$ cat src/rtl/sr_sleep_pkg.sv
`timescale 1ns/1ps
package sr_sleep_pkg;
  typedef enum logic {
    MODE_ACTIVE = 1'b0,
    MODE_SLEEP  = 1'b1
  } sr_mode_e;
endpackage

$ cat src/rtl/sr_period_timer.sv
`timescale 1ns/1ps
module sr_period_timer #(
  parameter int CNT_W = 12
) (
  input  logic             clk,
  input  logic             rst,
  input  logic             pulse_i,
  output logic [CNT_W-1:0] per_cnt_o,
  output logic             measuring_o,
  output logic             cyc_end_o,
  output logic             eval_o
);
  localparam logic [CNT_W-1:0] PMAX = {CNT_W{1'b1}};

  logic pulse_q;
  logic fall;

  assign fall      = !pulse_i && pulse_q;
  assign cyc_end_o = pulse_i && !pulse_q;
  assign eval_o    = cyc_end_o && measuring_o;

  // low-phase timing, R10 saturation
  always_ff @(posedge clk) begin
    if (rst) begin
      pulse_q     <= 1'b0;
      per_cnt_o   <= '0;
      measuring_o <= 1'b0;
    end else begin
      pulse_q <= pulse_i;
      if (fall) begin
        per_cnt_o   <= CNT_W'(1);
        measuring_o <= 1'b1;
      end else if (cyc_end_o) begin
        measuring_o <= 1'b0;
      end else if (measuring_o && per_cnt_o != PMAX) begin
        per_cnt_o <= per_cnt_o + CNT_W'(1);
      end
    end
  end


  per_sat_hold_chk: assert property (@(posedge clk) disable iff (rst)
    (measuring_o && per_cnt_o == PMAX && !pulse_i) |=> (per_cnt_o == PMAX));
endmodule

$ cat src/rtl/sr_conduction_timer.sv
`timescale 1ns/1ps
module sr_conduction_timer #(
  parameter int CNT_W = 12
) (
  input  logic             clk,
  input  logic             rst,
  input  logic             vds_low_i,
  input  logic             gate_cmd_i,
  input  logic             asleep_i,
  input  logic             cyc_end_i,
  output logic [CNT_W-1:0] cond_cnt_o
);
  localparam logic [CNT_W-1:0] CMAX = {CNT_W{1'b1}};

  logic vds_q, gate_q, on_q;
  logic start, stop, inc;

  // ends at gate fall while active; R4 ends at comparator release while asleep
  assign start = vds_low_i && !vds_q;
  assign stop  = asleep_i ? !vds_low_i : (!gate_cmd_i && gate_q);
  assign inc   = start || (on_q && !stop);

  always_ff @(posedge clk) begin
    if (rst) begin
      vds_q      <= 1'b0;
      gate_q     <= 1'b0;
      on_q       <= 1'b0;
      cond_cnt_o <= '0;
    end else begin
      vds_q  <= vds_low_i;
      gate_q <= gate_cmd_i;
      on_q   <= inc;
      if (cyc_end_i) begin
        cond_cnt_o <= inc ? CNT_W'(1) : '0;
      end else if (inc && cond_cnt_o != CMAX) begin
        cond_cnt_o <= cond_cnt_o + CNT_W'(1);
      end
    end
  end

  // count only grows (saturating) between period boundaries
  cond_monotone_chk: assert property (@(posedge clk) disable iff (rst)
    !cyc_end_i |=> (cond_cnt_o >= $past(cond_cnt_o)));
endmodule

$ cat src/rtl/sr_duty_cmp.sv
`timescale 1ns/1ps
module sr_duty_cmp #(
  parameter int CNT_W  = 12,
  parameter int FRAC_W = 8
) (
  input  logic [CNT_W-1:0]  cond_i,
  input  logic [CNT_W-1:0]  per_i,
  input  logic [FRAC_W-1:0] thr_i,
  output logic              below_o
);
  localparam int PW = CNT_W + FRAC_W;

  logic [PW-1:0] lhs, rhs;

  // scaled comparison, no divider
  assign lhs     = {cond_i, {FRAC_W{1'b0}}};
  assign rhs     = PW'(thr_i) * PW'(per_i);
  assign below_o = lhs < rhs;
endmodule

$ cat src/rtl/sr_sleep_fsm.sv
`timescale 1ns/1ps
module sr_sleep_fsm
  import sr_sleep_pkg::*;
#(
  parameter int CNT_W  = 12,
  parameter int QUAL_W = 4
) (
  input  logic              clk,
  input  logic              rst,
  input  logic              eval_i,
  input  logic              measuring_i,
  input  logic [CNT_W-1:0]  per_cnt_i,
  input  logic [CNT_W-1:0]  period_max_i,
  input  logic [QUAL_W-1:0] enter_cycles_i,
  input  logic              low_hit_i,
  input  logic              high_hit_i,
  output logic              sleep_o,
  output logic              gate_en_o
);
  localparam logic [CNT_W-1:0] PMAX = {CNT_W{1'b1}};

  sr_mode_e          mode_q, mode_n;
  logic              deep_q, deep_n;
  logic [QUAL_W-1:0] streak_q, streak_n;
  logic [QUAL_W-1:0] need;
  logic [QUAL_W:0]   streak_p1;
  logic              over;
  logic              gate_q;

  // over-limit period
  assign over      = (per_cnt_i == PMAX) || (per_cnt_i > period_max_i);
  assign need      = (enter_cycles_i == '0) ? QUAL_W'(1) : enter_cycles_i;
  assign streak_p1 = {1'b0, streak_q} + (QUAL_W+1)'(1);

  always_comb begin
    mode_n   = mode_q;
    deep_n   = deep_q;
    streak_n = streak_q;
    if (eval_i) begin
      if (over) begin
        deep_n   = 1'b1;
        streak_n = '0;
      end else begin
        deep_n = 1'b0;
        if (mode_q == MODE_SLEEP) begin
          if (high_hit_i) mode_n = MODE_ACTIVE;
          streak_n = '0;
        end else if (low_hit_i) begin
          if (streak_p1 >= {1'b0, need}) begin
            mode_n   = MODE_SLEEP;
            streak_n = '0;
          end else begin
            streak_n = streak_p1[QUAL_W-1:0];
          end
        end else begin
          streak_n = '0;
        end
      end
    end else if (measuring_i && over) begin
      deep_n = 1'b1;
    end
  end

  // reset into sleep
  always_ff @(posedge clk) begin
    if (rst) begin
      mode_q   <= MODE_SLEEP;
      deep_q   <= 1'b0;
      streak_q <= '0;
      gate_q   <= 1'b0;
    end else begin
      mode_q   <= mode_n;
      deep_q   <= deep_n;
      streak_q <= streak_n;
      gate_q   <= (mode_n == MODE_ACTIVE) && !deep_n;
    end
  end

  assign sleep_o   = (mode_q == MODE_SLEEP);
  assign gate_en_o = gate_q;


  enter_needs_low_chk: assert property (@(posedge clk) disable iff (rst)
    $rose(sleep_o) |-> $past(eval_i && low_hit_i));

  wake_needs_high_chk: assert property (@(posedge clk) disable iff (rst)
    $fell(sleep_o) |-> $past(eval_i && high_hit_i));

  mid_block_chk: assert property (@(posedge clk) disable iff (rst)
    (measuring_i && !eval_i && over) |=> !gate_en_o);
endmodule

$ cat src/rtl/sr_sleep_detect.sv
`timescale 1ns/1ps
module sr_sleep_detect #(
  parameter int CNT_W  = 12,
  parameter int FRAC_W = 8,
  parameter int QUAL_W = 4
) (
  input  logic              clk,
  input  logic              rst,
  input  logic              pulse_i,
  input  logic              vds_low_i,
  input  logic              gate_cmd_i,
  input  logic [FRAC_W-1:0] d_off_i,
  input  logic [FRAC_W-1:0] d_on_i,
  input  logic [QUAL_W-1:0] enter_cycles_i,
  input  logic [CNT_W-1:0]  period_max_i,
  output logic              sleep_o,
  output logic              gate_en_o
);
  localparam int NTHR = 2;

  logic [CNT_W-1:0]  per_cnt, cond_cnt;
  logic              measuring, cyc_end, eval;
  logic [NTHR-1:0]   below;
  logic [FRAC_W-1:0] thr [NTHR];

  assign thr[0] = d_off_i;
  assign thr[1] = d_on_i;

  sr_period_timer #(.CNT_W(CNT_W)) u_period (
    .clk(clk), .rst(rst), .pulse_i(pulse_i),
    .per_cnt_o(per_cnt), .measuring_o(measuring),
    .cyc_end_o(cyc_end), .eval_o(eval)
  );

  sr_conduction_timer #(.CNT_W(CNT_W)) u_cond (
    .clk(clk), .rst(rst), .vds_low_i(vds_low_i), .gate_cmd_i(gate_cmd_i),
    .asleep_i(sleep_o), .cyc_end_i(cyc_end), .cond_cnt_o(cond_cnt)
  );

  for (genvar gi = 0; gi < NTHR; gi++) begin : g_cmp
    sr_duty_cmp #(.CNT_W(CNT_W), .FRAC_W(FRAC_W)) u_cmp (
      .cond_i(cond_cnt), .per_i(per_cnt), .thr_i(thr[gi]), .below_o(below[gi])
    );
  end

  sr_sleep_fsm #(.CNT_W(CNT_W), .QUAL_W(QUAL_W)) u_fsm (
    .clk(clk), .rst(rst), .eval_i(eval), .measuring_i(measuring),
    .per_cnt_i(per_cnt), .period_max_i(period_max_i),
    .enter_cycles_i(enter_cycles_i),
    .low_hit_i(below[0]), .high_hit_i(!below[1]),
    .sleep_o(sleep_o), .gate_en_o(gate_en_o)
  );
endmodule

$ cat config.mk
export PLATFORM = sky130hd
export DESIGN_NAME = sr_sleep_detect
export DESIGN_NICKNAME = d
export VERILOG_FILES = /design/src/rtl/sr_sleep_pkg.sv /design/src/rtl/sr_period_timer.sv /design/src/rtl/sr_conduction_timer.sv /design/src/rtl/sr_duty_cmp.sv /design/src/rtl/sr_sleep_fsm.sv /design/src/rtl/sr_sleep_detect.sv
export SDC_FILE = /design/constraint.sdc
export NUM_CORES = 1
export LEC_CHECK = 0
export BUFFER_PORTS_ARGS = -buffer_cell sky130_fd_sc_hd__buf_2
export CORE_MARGIN = 3
export CORE_UTILIZATION = 50
export CTS_BUF_LIST = sky130_fd_sc_hd__clkbuf_8 sky130_fd_sc_hd__clkbuf_16
export CTS_CLUSTER_DIAMETER = 50
export DETAILED_ROUTE_END_ITERATION = 6
export GPL_ROUTABILITY_DRIVEN = 0
export GPL_TIMING_DRIVEN = 1
export PLACE_DENSITY_LB_ADDON = 0.08
export SLEW_MARGIN = 15
export SYNTH_ARGS = -nofsm -noshare
export SYNTH_HDL_FRONTEND = slang
export SYNTH_SLANG_ARGS = --single-unit
$ cat constraint.sdc
create_clock -name clk -period 7.8 [get_ports clk]
set_input_delay 1.56 -clock clk [delete_from_list [all_inputs] [get_ports clk]]
set_output_delay 1.56 -clock clk [all_outputs]
set_load 0.02 [all_outputs]
==> results of run 1 <==
==> per-stage QoR <==
| step | power (mW) | cells |
|---|---|---|
| final | 0.467 | 1321 |
| after floorplan | 0.241 | 1082 |
| after CTS | 0.469 | 1321 |
| after global placement | 0.270 | 1313 |
| after global routing | 0.490 | 1321 |
| after detailed placement | 0.270 | 1313 |
==> power by group through the flow <==
stage,sequential [mW],combinational (mW),clock (mW)
3_3_place_gp,0.195,0.0746,0
5_1_grt,0.191,0.0855,0.214
4_1_cts,0.191,0.0754,0.202
2_1_floorplan,0.192,0.0487,0
3_5_place_dp,0.195,0.0746,0
6_report,0.191,0.0752,0.201
==> registers in the layout, summed over array words and instances, names as in the netlist <==
signal and count:
u_fsm.sleep_o 1, u_cond.gate_q 1, u_period.per_cnt_o 12, u_cond.on_q 1
u_fsm.streak_q 4, u_fsm.deep_q 1, u_cond.cond_cnt_o 12, u_period.measuring_o 1
u_period.pulse_q 1, u_cond.vds_q 1, u_fsm.gate_en_o 1
==> path summary, 6_finish.rpt <==
path                              start                end  slack, ns  cells past startpoint
setup reg to reg  u_period.per_cnt_o[6]    u_fsm.gate_en_o       0.97                     19
hold reg to reg       u_fsm.streak_q[1]  u_fsm.streak_q[1]       0.48                      2
hold / removal        u_fsm.streak_q[1]  u_fsm.streak_q[1]       0.48                      2
setup / recovery             d_off_i[7]    u_fsm.gate_en_o       0.40                     22
==> synthesized netlist by cell type, drive strengths merged (6+ instances only) <==
master	count	area [um^2]
xnor2	20	175
nor3	20	100
nand3	19	100
a211oi	7	52.6
dfxtp	36	721
and2	154	963
nand2b	8	50.1
o21a	9	67.6
or3	11	73.8
inv	197	739
ha	126	1580
a2111oi	6	72.6
a21o	6	45.0
clkbuf	41	155
nor2	42	160
xor2	18	158
nand4	14	87.6
nor2b	6	37.5
fa	120	2400
nand2	82	308
nor4	6	37.5
a21oi	29	145
o21ai	31	159
==> worst max-delay path: stages <==
cell,delay (ns)
buf_2,0.16
and2_1,0.19
fa_1,0.54
inv_1,0.06
fa_1,0.55
inv_1,0.07
fa_1,0.54
inv_1,0.06
fa_1,0.52
inv_1,0.05
ha_1,0.29
and3_1,0.22
a221o_1,0.39
a2111oi_4,0.40
nor2_2,0.06
a311oi_2,0.28
ha_1,0.28
nor2b_1,0.13
a2111oi_0,0.37
o21ai_0,0.16
a221o_1,0.48
o21ba_2,0.24
==> area by class of cell <==
type / instances / area [um^2] / share of cell area
Multi-Input combinational cell: 805 / 7390 / 0.773
Inverter: 197 / 739 / 0.0774
Sequential cell: 36 / 721 / 0.0755
Tap cell: 225 / 282 / 0.0295
Timing Repair Buffer: 50 / 280 / 0.0293
Clock buffer: 5 / 125 / 0.0131
Clock inverter: 3 / 16.3 / 0.00170
==> routing by layer <==
metal / track usage / vias to the layer above / routed length, um
met4: 0.0168 / 0 / 64
met2: 0.347 / 103 / 9080
met3: 0.0201 / 8 / 623
met5: 0 / - / 0
li1: - / 3516 / -
met1: 0.377 / 3421 / 11700
==> cell families after synthesis <==
family	Yosys count	share of synthesized area
AO/OA/AOI/OAI	136	0.108
XOR/XNOR	38	0.0369
adder cells (fa/ha/maj)	246	0.441
buffers and inverters	241	0.101
flip-flops	36	0.0799
multiplexers	3	0.00333
AND/OR/NAND/NOR	382	0.230
==> results.md, run 1 <==
- Status: finished, final reports clean
- Cells after Synth: about 1,100
- Tot GR Track Use: 0.231
- Worst setup slack after layout: between 0.4 and 0.5 ns
- Most common cell after layout, fill and taps aside: inv_1
- CTS buffer count: 5
- Max_cap viols: 0
- CTS tree: done
- WP data arrival: between 7 and 8 ns
- Power per cell area: ~49 mW/mm^2
- Final Setup Violations: 0
- RSZ-0062 raised after global routing: no
- Number of library cell types mapped by synthesis: 69
- Port Buffer Count: 38
- EDFF count, synth: 0
- Post-Route Utilization: 0.546
- DIE AREA: a little under 0.02 mm^2
- Die Width: 140 um
- Remaining global-route overflow: 0
- Internal power: between 300 and 400 uW
- FFs w/ async S/R, synth: 0
- Net Switching: around 140 uW
- Core area: 0.0175 mm^2
- Vias in the first global route: roughly 7,200
- Final net count: between 1,000 and 1,500
- Design Area, Final: 0.00955 mm^2
- Iteration-0 DRC Markers: roughly 360
- Slew headroom: 0.413
- Tcrit/Tclk final: 0.949
- Hold-fix buffers, CTS: 0
- Largest net degree at the start of global routing: 24
- Actual slew at the worst max-slew pin: around 0.9 ns
- Initial Util: 0.516
- Die Ht: approximately 140 um
- Layout cells sized above 1: 0.0693
- WP data required: roughly 8 ns
- CTS max path bufs: 2
- Resize count post-CTS: 0
- CP Launch Type: input port
- Sequential share of power: 0.409
- Synthesized cell area: between 0.009 and 0.01 mm^2
- Max-slew violations: 0
- Clock root buffer: clkbuf_16
- H-tree depth: 2
- Mean Syn Cell Area: between 8 and 9 um^2
- Detailed-route DRC error count: 0
- Most frequent cells in the layout: inv_1, and2_1, ha_1
- Hold Violations, Final: 0
- Max FO, Critical Path: 12
- Post-CTS Setup Bufs: 0
- N_diodes: 0
- Setup Slack @ Placement: approximately 0.15 ns
- Sequential-to-total area share from yosys stat: 0.0799
- Maximum VDD drop: approximately 0.000081 V
- # fillers: 1,666
- Hold_ws: about 0.48 ns
- Syn. warnings: 0
- Crit end category: register
- Sink Count: 36
- HPWL Detailed: ~17,000 um
- First-pass GRT wire length: approximately 38,000 um
- Register bit total from synthesis: 36
- IO Pins: 39
- Comb pwr share: 0.161
- Post-route setup TNS: 0 ns
- Initial antenna violation count: 0
- Synthesis-to-layout area growth: 5.91%
- Hold Path Class: reg -> reg
- Total wire length: around 21,000 um
- Via count: around 7,000
- Synth Flop Type: dfxtp_1
- Initial DRT Pass Iterations: 4
- # rows: 48
- Switching power share of the total: 0.290
- Static Leak: 5.01 nW
- DRT antenna net count: 0
- Fmax: between 100 and 150 MHz
- Net count after synthesis: around 1,400
- DP Area: roughly 0.0094 mm^2
- Setup Skew: about 0.0057 ns
- Clock latency on the worst-skew pair: 0.28 ns
- Clock Pin Slew Worst Setup and Hold Paths: approximately 0.06 ns
- Part of the power in the clock network: 0.430
- Critical path class: in -> reg
- Vias per cell: 5.34
- Avg WL per Cell: ~16 um
- Post-layout minimum cycle time: approximately 7.4 ns
Power figures use the tool's default switching activity.
==> inputs of run 2 (changes only) <==
Settings changed: CORE_UTILIZATION 50 to 45, CTS_CLUSTER_DIAMETER 50 to 100, MAX_ROUTING_LAYER set to met4.
==> run 2 against run 1 <==
Cell count increased by 4.7%. Core utilization decreased by 4.6 points. Setup slack improved by 0.0055 ns. Critical path type unchanged.
==> results.md, run 2 (synthesis gave the netlist of run 1 again) <==
- Most common cell after layout, fill and taps aside: inv_1
- Power per cell area: between 50 and 60 mW/mm^2
- CP max stage delay: ~0.54 ns
- Worst setup slack after layout: ~0.41 ns
- Remaining global-route overflow: 0
- CTS tree: done
- Hold-fix buffers, CTS: 0
- Core area: just under 0.02 mm^2
- Cells along the critical path: buf_2 > and2_1 > fa_1 > inv_1 > fa_1 > inv_1 > fa_1 > inv_1 > fa_1 > inv_1 > ha_1 > and3_1 > a221o_1 > a2111oi_4 > nor2_2 > a311oi_2 > ha_1 > nor2b_1 > a2111oi_0 > o21ai_0 > a221o_1 > o21ba_2
- H-tree depth: 2
- First-pass GRT wire length: around 37,000 um
- Initial Util: 0.460
- Sequential share of power: 0.369
- Post-route setup TNS: 0 ns
- CTS max path bufs: 2
- Final std cells w/o fill: between 1,000 and 1,500
- Most frequent cells in the layout: inv_1, and2_1, ha_1
- Synthesis-to-layout area growth: 8.63%
- CTS buffer count: 5
- WP data required: 7.99 ns
- Post-layout minimum cycle time: 7.39 ns
- Final Setup Violations: 0
- Die Width: between 100 and 150 um
- Iteration-0 DRC Markers: around 190
- Total wire length: between 20,000 and 25,000 um
- Detailed-route DRC error count: 0
- Max FO, Critical Path: 12
- Sink Count: 36
- Maximum VDD drop: 0.0000970 V
- Crit end category: register
- Max-slew violations: 0
- Status: finished, final reports clean
- Top Registers: u_cond.cond_cnt_o: 12 flops, u_period.per_cnt_o: 12 flops, u_fsm.streak_q: 4 flops
- Initial antenna violation count: 2
- Fmax: approximately 140 MHz
- Clock latency on the worst-skew pair: ~0.29 ns
- RSZ-0062 raised after global routing: no
- CP Launch Type: input port
- Slew headroom: 0.418
- Initial DRT Pass Iterations: 5
- Largest net degree at the start of global routing: 23
- Clock root buffer: clkbuf_16
- WP data arrival: approximately 7.6 ns
- Part of the power in the clock network: 0.468
- Via count: 7,044
- Slowest cell on crit path: fa_1
- FF-to-FF path depth: 22
- Tcrit/Tclk final: 0.948
- Port Buffer Count: 38
- Resize count post-CTS: 0
- CP delay by family, top: adder cells
- Vias per cell: between 5 and 6
- Internal power: 370 uW
- HPWL Detailed: between 15,000 and 20,000 um
- Final net count: around 1,400
- Net Switching: ~140 uW
- Layout cells sized above 1: 0.0895
- Setup Skew: approximately 0.006 ns
- Clock Pin Slew Worst Setup and Hold Paths: approximately 0.06 ns
- Post-CTS Setup Bufs: 0
- Hold Violations, Final: 0
- Tot GR Track Use: 0.215
- Critical path class: in -> reg
- Placed Instances: ~1,400
- DRT antenna net count: 0
- Comb pwr share: 0.163
- Hold_ws: roughly 0.47 ns
- Static Leak: between 5 and 6 nW
- Switching power share of the total: 0.279
- Hold-critical path depth: 2
- DP Area: slightly below 0.01 mm^2
- # rows: 51
- Max_cap viols: 0
- Die Ht: between 100 and 150 um
- IO Pins: 39
- DIE AREA: roughly 0.022 mm^2
- Design Area, Final: 0.00980 mm^2
- Vias in the first global route: a little over 7,000
- Avg WL per Cell: between 15 and 20 um
- Hold Path Class: reg -> reg
- Actual slew at the worst max-slew pin: around 0.87 ns
- Setup Slack @ Placement: about 0.025 ns
- CP Depth: 22
- Crit path buf inv count: 5
run 2: area by class of cell:
type / instances / area, um^2
Fill cell: 1930 / 9790
Multi-Input combinational cell: 805 / 7390
Inverter: 197 / 739
Sequential cell: 36 / 721
Timing Repair Buffer: 71 / 438
Tap cell: 265 / 332
Clock buffer: 5 / 125
Clock inverter: 3 / 46.3
Antenna cell: 1 / 2.50
run 2: worst reg2reg max path: stages, from the launching register on:
cell       delay, ns
dfxtp_1         0.73
buf_4           0.30
and2_1          0.17
fa_1            0.46
fa_1            0.52
fa_1            0.55
inv_1           0.07
fa_1            0.54
inv_1           0.04
ha_1            0.34
o21a_1          0.22
o21ai_0         0.14
o21ba_2         0.18
o21ai_0         0.27
a211oi_1        0.13
a2111oi_0       0.39
ha_1            0.32
nand3_1         0.08
nand2_1         0.05
a2111oi_0       0.38
o21ai_0         0.15
a221o_1         0.50
o21ba_2         0.25
run 2: final timing paths:
path / startpoint / end / slack (ns)
hold / removal: u_fsm.streak_q[1] / u_fsm.streak_q[1] / 0.47
setup / recovery: d_off_i[7] / u_fsm.gate_en_o / 0.41
setup reg to reg: u_period.per_cnt_o[2] / u_fsm.gate_en_o / 0.92
hold reg to reg: u_fsm.streak_q[1] / u_fsm.streak_q[1] / 0.47
run 2: metal layers:
layer | GRT usage | share of wire
met1 | 0.311 | 0.51
met3 | 0.0359 | 0.038
met4 | 0.0429 | 0.015
met2 | 0.320 | 0.44
met5 | - | 0
run 2: through the flow:
stage,utilization,power [mW]
after floorplan,-,0.241
after global placement,0.491,0.277
after detailed placement,0.491,0.277
after CTS,0.500,0.520
after global routing,0.500,0.539
final,0.500,0.513
run 2: power by group through the flow:
| stage | Combinational (mW) | Sequential (mW) | Clock [mW] |
|---|---|---|---|
| 6_report | 0.0834 | 0.189 | 0.240 |
| 4_1_cts | 0.0845 | 0.189 | 0.246 |
| 5_1_grt | 0.0950 | 0.190 | 0.254 |
| 3_3_place_gp | 0.0836 | 0.194 | 0 |
| 3_5_place_dp | 0.0836 | 0.194 | 0 |
| 2_1_floorplan | 0.0487 | 0.192 | 0 |
==> inputs of run 3 (changes only) <==
Settings changed: ABC_AREA set to 1.
==> run 3 against run 2 <==
First-iteration DRC count is 83% higher. Via count is 10% higher. Worst hold slack better by 0.018 ns. Sequential share of layout area is 0.19 points lower. Combinational power is 59% higher. Area after synthesis is 5.3% higher. Power is 2.3% higher. Non-clock buffer count is 22 lower. Die area is 5.1% higher. Count of clock-buffer cells in the layout stayed put. Critical endpoint is now u_fsm.streak_q[2]. Largest cell class unchanged.
==> results.md, run 3 <==
- CTS max path bufs: 2
- IO Pins: 39
- CTS buffer count: 5
- Slowest cell on crit path: fa_1
- CTS tree: done
- Post-CTS Setup Bufs: 0
- Hold_ws: roughly 0.5 ns
- Maximum VDD drop: about 0.00011 V
- Mean Syn Cell Area: about 7 um^2
- Sink Count: 36
- WP data required: about 8 ns
- Hold Path Class: reg -> reg
- RSZ-0062 raised after global routing: no
- Via count: 7,749
- Max-slew violations: 0
- Max_cap viols: 0
- Most frequent cells in the layout: inv_1, nand2_1, ha_1
- Initial antenna violation count: 0
- Register bit total from synthesis: 36
- Clock Pin Slew Worst Setup and Hold Paths: 0.06 ns
- Sequential-to-total area share from yosys stat: 0.0759
- N_diodes: 0
- Number of library cell types mapped by synthesis: 50
- Core area: ~0.02 mm^2
- Critical path class: in -> reg
- Post-layout minimum cycle time: approximately 6.6 ns
- DRT antenna net count: 0
- Slew headroom: 0.312
- Vias in the first global route: roughly 7,500
- Net count after synthesis: between 1,500 and 2,000
- Max FO, Critical Path: 12
- Share of Yosys cell area claimed by the top area cell type: 0.253
- Cell with the most instances after synthesis: inv_1
- Actual slew at the worst max-slew pin: 1.03 ns
- Detailed-route DRC error count: 0
- Initial Util: 0.463
- DIE AREA: about 0.023 mm^2
- Initial DRT Pass Iterations: 5
- Clock root buffer: clkbuf_16
- Tot GR Track Use: 0.214
- Die Ht: 151 um
- Post-route setup TNS: 0 ns
- Avg WL per Cell: 13.5 um
- Top Registers: u_cond.cond_cnt_o: 12 flops, u_period.per_cnt_o: 12 flops, u_fsm.streak_q: 4 flops
- Vias per cell: 4.70
- Port Buffer Count: 38
- Cells after Synth: roughly 1,400
- First-pass GRT wire length: about 38,000 um
- Final Setup Violations: 0
- WP data arrival: ~6.9 ns
- Hold-fix buffers, CTS: 0
- Synthesized cell area: between 0.009 and 0.01 mm^2
- Layout cells sized above 1: 0.0668
- Syn. warnings: 0
- # rows: 52
- H-tree depth: 2
- Cells along the critical path: buf_2 > nand2_1 > fa_1 > fa_1 > inv_1 > fa_1 > inv_1 > fa_1 > inv_1 > ha_1 > nand2_1 > inv_1 > a21boi_2 > o21ai_2 > a21oi_1 > xor2_1 > ha_1 > a21oi_1 > o21ai_0 > a21boi_0 > nand3_1 > nor2_1 > nand3_1 > a21oi_1
- FFs w/ async S/R, synth: 0
- Crit path buf inv count: 5
- Tcrit/Tclk final: 0.850
- Area contributors post-synth: fa_1, ha_1, inv_1
- Status: finished, final reports clean
- Resize count post-CTS: 0
- EDFF count, synth: 0
- Remaining global-route overflow: 0
- CP max stage delay: ~0.57 ns
- Total wire length: about 22,000 um
- Hold Violations, Final: 0
- Largest net degree at the start of global routing: 22
- Final net count: ~1,700
- Setup Skew: 0.00789 ns
- Pwr Total: roughly 520 uW
- Clock latency on the worst-skew pair: 0.28 ns
- Worst setup slack after layout: 1.17 ns
- Iteration-0 DRC Markers: between 300 and 400
- Fmax: around 150 MHz
- Power per cell area: between 50 and 60 mW/mm^2
- Static Leak: between 6 and 7 nW
- Crit end category: register
- Commonest cells in the netlist: inv_1, nand2_1, ha_1
- Cell taking the most area after synthesis: fa_1
- CP Launch Type: input port
- Synth Flop Type: dfxtp_1
- Die Width: approximately 150 um
- Post-Route Utilization: 0.491
- HPWL Detailed: about 18,000 um
- CP delay by family, top: adder cells
- Most common cell after layout, fill and taps aside: inv_1
- Synthesis-to-layout area growth: 5.89%
- Setup Slack @ Placement: roughly 0.9 ns
[run 3: cell count changes in the layout (fill, tap and decap cells not counted), moves of 17 or more]
cell	previous run	this run
a21oi_1	29	69
inv_1	197	398
nor2_1	41	58
buf_4	33	11
nand3_1	18	44
and2_1	154	1
nand2_1	82	329
[run 3: where the power goes]
part	internal [mW]	switching, mW	total [mW]	leakage [nW]
clock network	0.118	0.0798	0.197	0.0736
logic	0.0448	0.0879	0.133	6.17
registers	0.188	0.00674	0.194	0.292
[run 3: kinds of logic (layout without fill, tap and decap cells)]
logic type | count (synthesis) | count (layout) | share of synthesized area
buffers and inverters | 443 | 459 | 0.180
adder cells (fa/ha/maj) | 246 | 246 | 0.419
AO/OA/AOI/OAI | 129 | 129 | 0.0781
AND/OR/NAND/NOR | 475 | 475 | 0.217
flip-flops | 36 | 36 | 0.0759
XOR/XNOR | 33 | 33 | 0.0304
[run 3: cell type report]
class | instances | area, um^2
flip-flops and latches | 36 | 721
clock inverters | 3 | 18.8
inverters | 402 | 1510
well taps | 270 | 338
fillers | 2162 | 10400
clock buffers | 5 | 125
multi-input cells | 883 | 7070
repair buffers | 49 | 273
[run 3: worst paths after layout]
path	to	startpoint	slack, ns	depth (start not counted)
hold / removal	u_fsm.streak_q[3]	u_fsm.streak_q[3]	0.49	2
setup reg to reg	u_fsm.gate_en_o	u_period.per_cnt_o[2]	1.56	28
hold reg to reg	u_fsm.streak_q[3]	u_fsm.streak_q[3]	0.49	2
setup / recovery	u_fsm.streak_q[2]	d_off_i[7]	1.17	24
[run 3: per-stage QoR]
stage / cell area, um^2 / cells
CTS: 10100 / 1648
global route: 10100 / 1648
finish: 10100 / 1648
global placement: 9910 / 1640
detailed placement: 9910 / 1640
floorplan: 9500 / 1362
[run 3: metal layers]
layer	vias up	part of all wire	GRT usage
li1	4051	-	-
met1	3557	0.54	0.331
met2	133	0.42	0.318
met3	8	0.036	0.0194
met4	0	0.0052	0.0163
met5	-	0	-
[run 3: worst min-delay path: stages, from the launching register on]
cell     delay (ns)
dfxtp_1        0.32
nand2_1        0.06
a21oi_1        0.05
